===== config.mk =====
export PLATFORM = sky130hd
export DESIGN_NAME = latched_bit_ram
export DESIGN_NICKNAME = d
export VERILOG_FILES = /design/src/rtl/latched_bit_ram_pkg.sv /design/src/rtl/latched_bit_ram_ctrl.sv /design/src/rtl/latched_bit_ram_dp.sv /design/src/rtl/latched_bit_ram.sv
export SDC_FILE = /design/constraint.sdc
export NUM_CORES = 1
export LEC_CHECK = 0
export ABC_CLOCK_PERIOD_IN_PS = 2600
export BUFFER_PORTS_ARGS = -buffer_cell sky130_fd_sc_hd__buf_4
export CAP_MARGIN = 20
export CORE_ASPECT_RATIO = 1.75
export CORE_MARGIN = 8
export CORE_UTILIZATION = 57
export DETAILED_ROUTE_END_ITERATION = 8
export PLACE_DENSITY_LB_ADDON = 0.3
export SLEW_MARGIN = 5
export SYNTH_ARGS = -nofsm -noshare
export SYNTH_HDL_FRONTEND = slang
export SYNTH_SLANG_ARGS = --single-unit
export TNS_END_PERCENT = 20

===== constraint.sdc =====
create_clock -name clk -period 2.6 [get_ports clk]
set_clock_uncertainty 0.2 [all_clocks]
set_input_delay 0.26 -clock clk [delete_from_list [all_inputs] [get_ports clk]]
set_output_delay 0.26 -clock clk [all_outputs]
set_load 0.02 [all_outputs]

===== src/rtl/latched_bit_ram_pkg.sv =====
package latched_bit_ram_pkg;
  // Strobes from the control to the datapath, valid for one clock edge.
  typedef struct packed {
    logic latchAddr;  // cycle start: capture the address pins
    logic commit;     // write terminated: store dataIn
    logic drive;      // output driven after this edge
  } ramStrobe_t;
endpackage


===== src/rtl/latched_bit_ram_ctrl.sv =====
module latched_bit_ram_ctrl
  import latched_bit_ram_pkg::*;
(
  input  logic       clk,
  input  logic       rst_n,
  input  logic       chipEnN,
  input  logic       wrEnN,
  output ramStrobe_t strobe
);
  // Previous samples of the two controls; the idle level is high.
  logic eSmp;
  logic wSmp;

  always_ff @(posedge clk) begin
    if (!rst_n) begin
      eSmp <= 1'b1;
      wSmp <= 1'b1;
    end else begin
      eSmp <= chipEnN;
      wSmp <= wrEnN;
    end
  end

  logic eFall;
  logic writeOpen;
  logic writeEnd;

  assign eFall     = eSmp & ~chipEnN;
  assign writeOpen = ~eSmp & ~wSmp;
  assign writeEnd  = chipEnN | wrEnN;

  always_comb begin
    strobe.latchAddr = eFall;
    strobe.commit    = writeOpen & writeEnd;
    strobe.drive     = ~eSmp & ~chipEnN & wrEnN;
  end
endmodule


===== src/rtl/latched_bit_ram_dp.sv =====
module latched_bit_ram_dp
  import latched_bit_ram_pkg::*;
#(
  parameter int ADDR_W = 10
) (
  input  logic              clk,
  input  logic              rst_n,
  input  ramStrobe_t        strobe,
  input  logic [ADDR_W-1:0] addrIn,
  input  logic              dataIn,
  output logic              dataOut,
  output logic              dataOutEn
);
  localparam int DEPTH = 1 << ADDR_W;

  logic [DEPTH-1:0]  memBits;
  logic [ADDR_W-1:0] addrLat;
  logic              rdBit;

  // Storage is never reset.
  always_ff @(posedge clk) begin
    if (strobe.commit) memBits[addrLat] <= dataIn;
  end

  always_ff @(posedge clk) begin
    if (!rst_n) begin
      addrLat <= '0;
    end else if (strobe.latchAddr) begin
      addrLat <= addrIn;
    end
  end

  // A bit committed at this edge bypasses the array for the output.
  assign rdBit = strobe.commit ? dataIn : memBits[addrLat];

  always_ff @(posedge clk) begin
    if (!rst_n) begin
      dataOutEn <= 1'b0;
      dataOut   <= 1'b0;
    end else begin
      dataOutEn <= strobe.drive;
      dataOut   <= strobe.drive & rdBit;
    end
  end
endmodule


===== src/rtl/latched_bit_ram.sv =====
module latched_bit_ram
  import latched_bit_ram_pkg::*;
#(
  parameter int ADDR_W = 10
) (
  input  logic              clk,
  input  logic              rst_n,
  input  logic              chipEnN,
  input  logic              wrEnN,
  input  logic [ADDR_W-1:0] addrIn,
  input  logic              dataIn,
  output logic              dataOut,
  output logic              dataOutEn
);
  ramStrobe_t strobe;

  latched_bit_ram_ctrl u_ctrl (
    .clk     (clk),
    .rst_n   (rst_n),
    .chipEnN (chipEnN),
    .wrEnN   (wrEnN),
    .strobe  (strobe)
  );

  latched_bit_ram_dp #(.ADDR_W(ADDR_W)) u_dp (
    .clk       (clk),
    .rst_n     (rst_n),
    .strobe    (strobe),
    .addrIn    (addrIn),
    .dataIn    (dataIn),
    .dataOut   (dataOut),
    .dataOutEn (dataOutEn)
  );
endmodule


# [Word level (Yosys, flattened, before mapping)]
# Index checks and enable logic that the tools add are counted.
[totals] reg_bits=1038 input_bits=15
[classes] order_cmp=2 mux=6 bitwise_logic=10 reduce_logical=1
[ops] operator="bitwise mux 1024 bit" n=1
[ops] operator="< comparator 10 x 11 -> 1 bit, second input constant" n=1
[ops] operator="binary-select mux 1 bit (select 10 bit)" n=1
[ops] operator="demux 1 bit (select 10 bit)" n=1
[ops] operator=">= comparator 10 x 1 -> 1 bit, second input constant" n=1
[ops] operator="AND 1 bit" n=6
[ops] operator="2-to-1 mux 1 bit" n=3
[ops] operator="NOT 1 bit" n=3
[ops] operator="logical AND 1 bit" n=1
[ops] operator="OR 1 bit" n=1

# [Logic depth before layout (Yosys ltp)]
[logic_depth] word_depth=5 mapped_depth=11

# [Modules after synthesis]
# From an unflattened synthesis, not the netlist that was laid out.
[hier_totals] hier_cells=3409 area_unflattened_um2=44959.4
[by_module_without_submodules] module="latched_bit_ram_dp" n_inst=1 cells_each=3400 area_per_inst_um2=44871.8
[by_module_without_submodules] module="latched_bit_ram_ctrl" n_inst=1 cells_each=9 area_per_inst_um2=87.6

# [Least setup slack after synthesis]
# Ideal clock, no wire load.
[synth_path] path_type="register to register" startpoint="register u_dp.addrLat[0] (netlist name)" endpoint="register u_dp.memBits[345] (enable)" arrival_time_ns=1.893 setup_slack_ns=0.207 stages_incl_launch_ff=10 n_path_buf=5 cell_sequence="dfxtp_1 -> buf_6 -> buf_2 -> buf_2 -> nor2b_1 -> and2_1 -> clkbuf_1 -> nand2_1 -> clkbuf_1 -> nor2_1"
[synth_rtl] element="end signal: indexed assignment" line_no="latched_bit_ram_dp.sv:22" text="if (strobe.commit) memBits[addrLat] <= dataIn;"
[synth_rtl] element="end: declaration" line_no="latched_bit_ram_dp.sv:16" text="logic [DEPTH-1:0] memBits;"

# [Worst setup path in the final report]
[layout_path] startpoint="register u_dp.addrLat[1]" endpoint="register u_dp.dataOut"
[layout_between] elab_chain_cells=4
[layout_rtl] element="start: declaration" line_no="latched_bit_ram_dp.sv:17" text="logic [ADDR_W-1:0] addrLat;"
[layout_rtl] element="start signal: assignment" line_no="latched_bit_ram_dp.sv:29" text="addrLat <= addrIn;"
[layout_rtl] element="binary-select mux 1 bit (select 10 bit)" line_no="latched_bit_ram_dp.sv:34" text="assign rdBit = strobe.commit ? dataIn : memBits[addrLat];"
[layout_rtl] element="2-to-1 mux 1 bit (not written as such)" line_no="latched_bit_ram_dp.sv:34"
[layout_rtl] element="2-to-1 mux 1 bit" line_no="latched_bit_ram_dp.sv:34"
[layout_rtl] element="AND 1 bit" line_no="latched_bit_ram_dp.sv:42" text="dataOut <= strobe.drive & rdBit;"
[layout_rtl] element="end signal: assignment" line_no="latched_bit_ram_dp.sv:42"
[layout_rtl] element="end: declaration" line_no="latched_bit_ram_dp.sv:11" text="output logic dataOut,"
# Every way passes these cells. The select of a mux whose other input is x is not followed.
# A chain may end at the register's enable or synchronous reset.

==> run summary <==
run status: complete, but fails checks
violated checks: negative setup slack
setup violators final: 17
clk_lat worst skew: 670 ps
Die Y-Extent: 387 µm
Highest Clock Rate: 341 MHz
WHS: 291 ps
layout cell share with drive strength beyond 1: 19.3%
Final nets: 3717
non-filler instance count after layout: 4806
remaining antenna violation count after routing: 0
FFs w/ async S/R, synth: 0%
RSZ-0062 raised after global routing: true
DIE AREA: 88100 µm²
power per cell area: 632 nW/µm²
clock transition at the registers of the reported paths: 70 ps
TritonCTS buffer count: 88
Synth Area per Inst: 13.0 µm²
vias in the first global route: 31400
count of final hold-check violations: 0
Port Buffers: 16
number of synthesized flops with an enable pin: 1024
# DRC: 0
post-synthesis cell count: 3441
Crit. End Element: flop
hold depth: 3
Initial Utilization: 57.3%
Starting DRT DRC Count: 4303
clock root cell: clkbuf_16
Slew Limit Headroom: 17.8%
vias per cell: 6.52
Worst Tran Pin Value: 1220 ps
worst reg-to-reg path cell count: 11
# IOs: 17
Peak VDD IR: 670 µV
sequential-to-total area share from yosys stat: 69.3%
final critical-path share of the clock period: 113%
HPWL after DPL: 86100 µm
GPL Wtd Cong: 0.947
PnR worst setup slack: -330 ps
row count: 136
DRT Pass-1 Iters: 6
Worst EP arrival: 3230 ps
Core Util, Final: 68.3%
die width: 228 µm
Cell Area, Synth: 44700 µm²
Sink Count: 1038
H-tree depth: 3
final WL: 142000 µm
pin count of the biggest net entering global routing: 133
Wirelength per Cell: 29.6 µm
total global-route track usage: 31.0%
Post-synth top flop: edfxtp_1
worst min path class: in -> reg
first-pass GRT wire length: 201000 µm
unique cell type count in the Yosys netlist: 46
Synthesis Warnings: 0
Post-Place Cells: 4583
Crit Path Max Fanout: 6
initial antenna violation count: 3
#FFs+latches synth: 1038
CTS tree: done
core area: 78100 µm²
Mapped Nets: 3456
maximum root-to-sink buffer count: 3
gr ovfl total: 0
Filler cells: 5176
max cap viols: 0
Pins Over Slew Limit: 0
CP required: 2900 ps
DR vias: 31300
Leakage: 16.4 nW
Worst setup SP type: flop
min Tclk post-route: 2930 ps
area growth from synthesis to layout: 19.1%
WS Path Type: reg -> reg
synth_stat cells (4+ instances only):
cell type  number  area [µm²]
nor2_1       1055        3960
edfxtp_1     1024       30700
mux2i_1       490        4900
clkbuf_1      216         811
o22ai_1       203        1270
nand2_1        90         338
buf_2          88         440
nor4_1         34         213
nor3_1         27         135
o21ai_0        26         130
buf_4          15         113
o2111ai_1      15         131
o22a_1         15         131
dfxtp_1        14         280
nand3_1        14        70.1
a21boi_0       12        90.1
mux4_2         12         270
a31oi_1         9        56.3
and3_1          7        43.8
nor3b_1         7        52.6
nand4bb_1       6        67.6
buf_6           5        56.3
nand4_1         5        31.3
nor2b_1         5        31.3
a22oi_1         4        30.0
and3b_1         4        35.0
nand4b_1        4        35.0
cells by family (layout without fill, tap and decap cells):
logic type / after synthesis / count (layout) / synth area share, %
buffers and inverters: 329 / 655 / 3.22
AO/OA/AOI/OAI: 293 / 293 / 4.28
multiplexers: 502 / 502 / 11.6
other: 0 / 4 / 0
AND/OR/NAND/NOR: 1279 / 1279 / 11.6
flip-flops: 1038 / 1038 / 69.3
timing repair:
| item | in CTS | in global routing |
|---|---|---|
| cloned | 3 | 5 |
| setup buffers | 28 | 2 |
| resized for setup | 97 | 39 |
| hold buffers | 26 | 0 |
| pin swaps | 32 | 11 |
| endpoints found under the setup margin | 551 | 313 |
| hold endpoints to repair | 51 | 0 |
where the power goes:
part	leakage (nW)	total (W)	internal [W]	switching [W]
registers	9.32	0.0184	0.0184	0.0000184
logic	5.72	0.00206	0.000859	0.00120
clock network	1.36	0.0133	0.00723	0.00602
total	16.4	0.0337	0.0265	0.00724
flip-flops by register name, indices dropped and copies added (netlist names):
name	count
u_ctrl.eSmp	1
u_ctrl.wSmp	1
u_dp.addrLat	10
u_dp.dataOut	1
u_dp.dataOutEn	1
u_dp.memBits	1024
metal layers:
layer / GRT usage [%] / share of wire (%)
met5: 0 / 0
met2: 51.4 / 48
met1: 34.7 / 32
met3: 6.35 / 11
met4: 24.3 / 9.5
through the flow:
stage	setup TNS [ps]	setup WS, ps	area [µm²]	power, W
global route	-382	-382	53300	0.0344
detailed placement	-52290	-648	49100	0.0206
floorplan	0	207	44700	0.0196
global placement	-41260	-583	49100	0.0205
finish	-489	-330	53300	0.0337
CTS	-441	-247	53000	0.0336
worst paths after layout:
check                    endpoint       startpoint  slack [ps]
hold reg to reg    u_dp.dataOutEn      u_ctrl.eSmp         510
setup reg to reg     u_dp.dataOut  u_dp.addrLat[1]        -330
hold / removal    u_dp.addrLat[0]            rst_n         290
setup / recovery     u_dp.dataOut  u_dp.addrLat[1]        -330
worst max-delay path, cell delays in order (launching register included):
cell and delay [ps]:
dfxtp_4 380, buf_12 160, buf_16 160, buf_4 190, buf_4 170, mux2i_1 330
o22ai_1 140, nor4_1 350, a31oi_1 220, nand4_1 160, and4_1 200, a31oi_1 90
cell usage in the layout, fill, tap and decap left out, types with 7 or more instances in the layout:
| cell | synthesis | routed |
|---|---|---|
| mux2i_2 | 0 | 14 |
| clkbuf_16 | 0 | 93 |
| nor2_1 | 1055 | 1054 |
| nor3_1 | 27 | 23 |
| o22a_1 | 15 | 15 |
| nor4_1 | 34 | 19 |
| nor3b_1 | 7 | 7 |
| nand2_1 | 90 | 62 |
| buf_4 | 15 | 339 |
| nor4_2 | 0 | 11 |
| a21boi_0 | 12 | 12 |
| mux2i_1 | 490 | 472 |
| clkinv_1 | 0 | 11 |
| nand2_2 | 0 | 26 |
| bufinv_16 | 0 | 9 |
| clkinv_2 | 0 | 15 |
| buf_6 | 5 | 21 |
| o22ai_2 | 2 | 15 |
| a31oi_1 | 9 | 8 |
| nand3_1 | 14 | 10 |
| o2111ai_1 | 15 | 12 |
| edfxtp_1 | 1024 | 1024 |
| o21ai_0 | 26 | 23 |
| clkbuf_1 | 216 | 18 |
| dfxtp_1 | 14 | 9 |
| buf_12 | 0 | 96 |
| dlygate4sd3_1 | 0 | 26 |
| mux4_2 | 12 | 12 |
| o22ai_1 | 203 | 190 |
layout make-up:
type / count / area (µm²) / share of cell area, %
well taps: 1035 / 1290 / 2.43
clock buffers: 108 / 2310 / 4.33
diodes: 4 / 10.0 / 0.0188
repair buffers: 497 / 5320 / 9.98
multi-input cells: 2074 / 12800 / 24.1
inverters: 3 / 11.3 / 0.0211
clock inverters: 47 / 500 / 0.939
flip-flops and latches: 1038 / 31000 / 58.2
No activity file was read; power rests on OpenSTA's default activity.
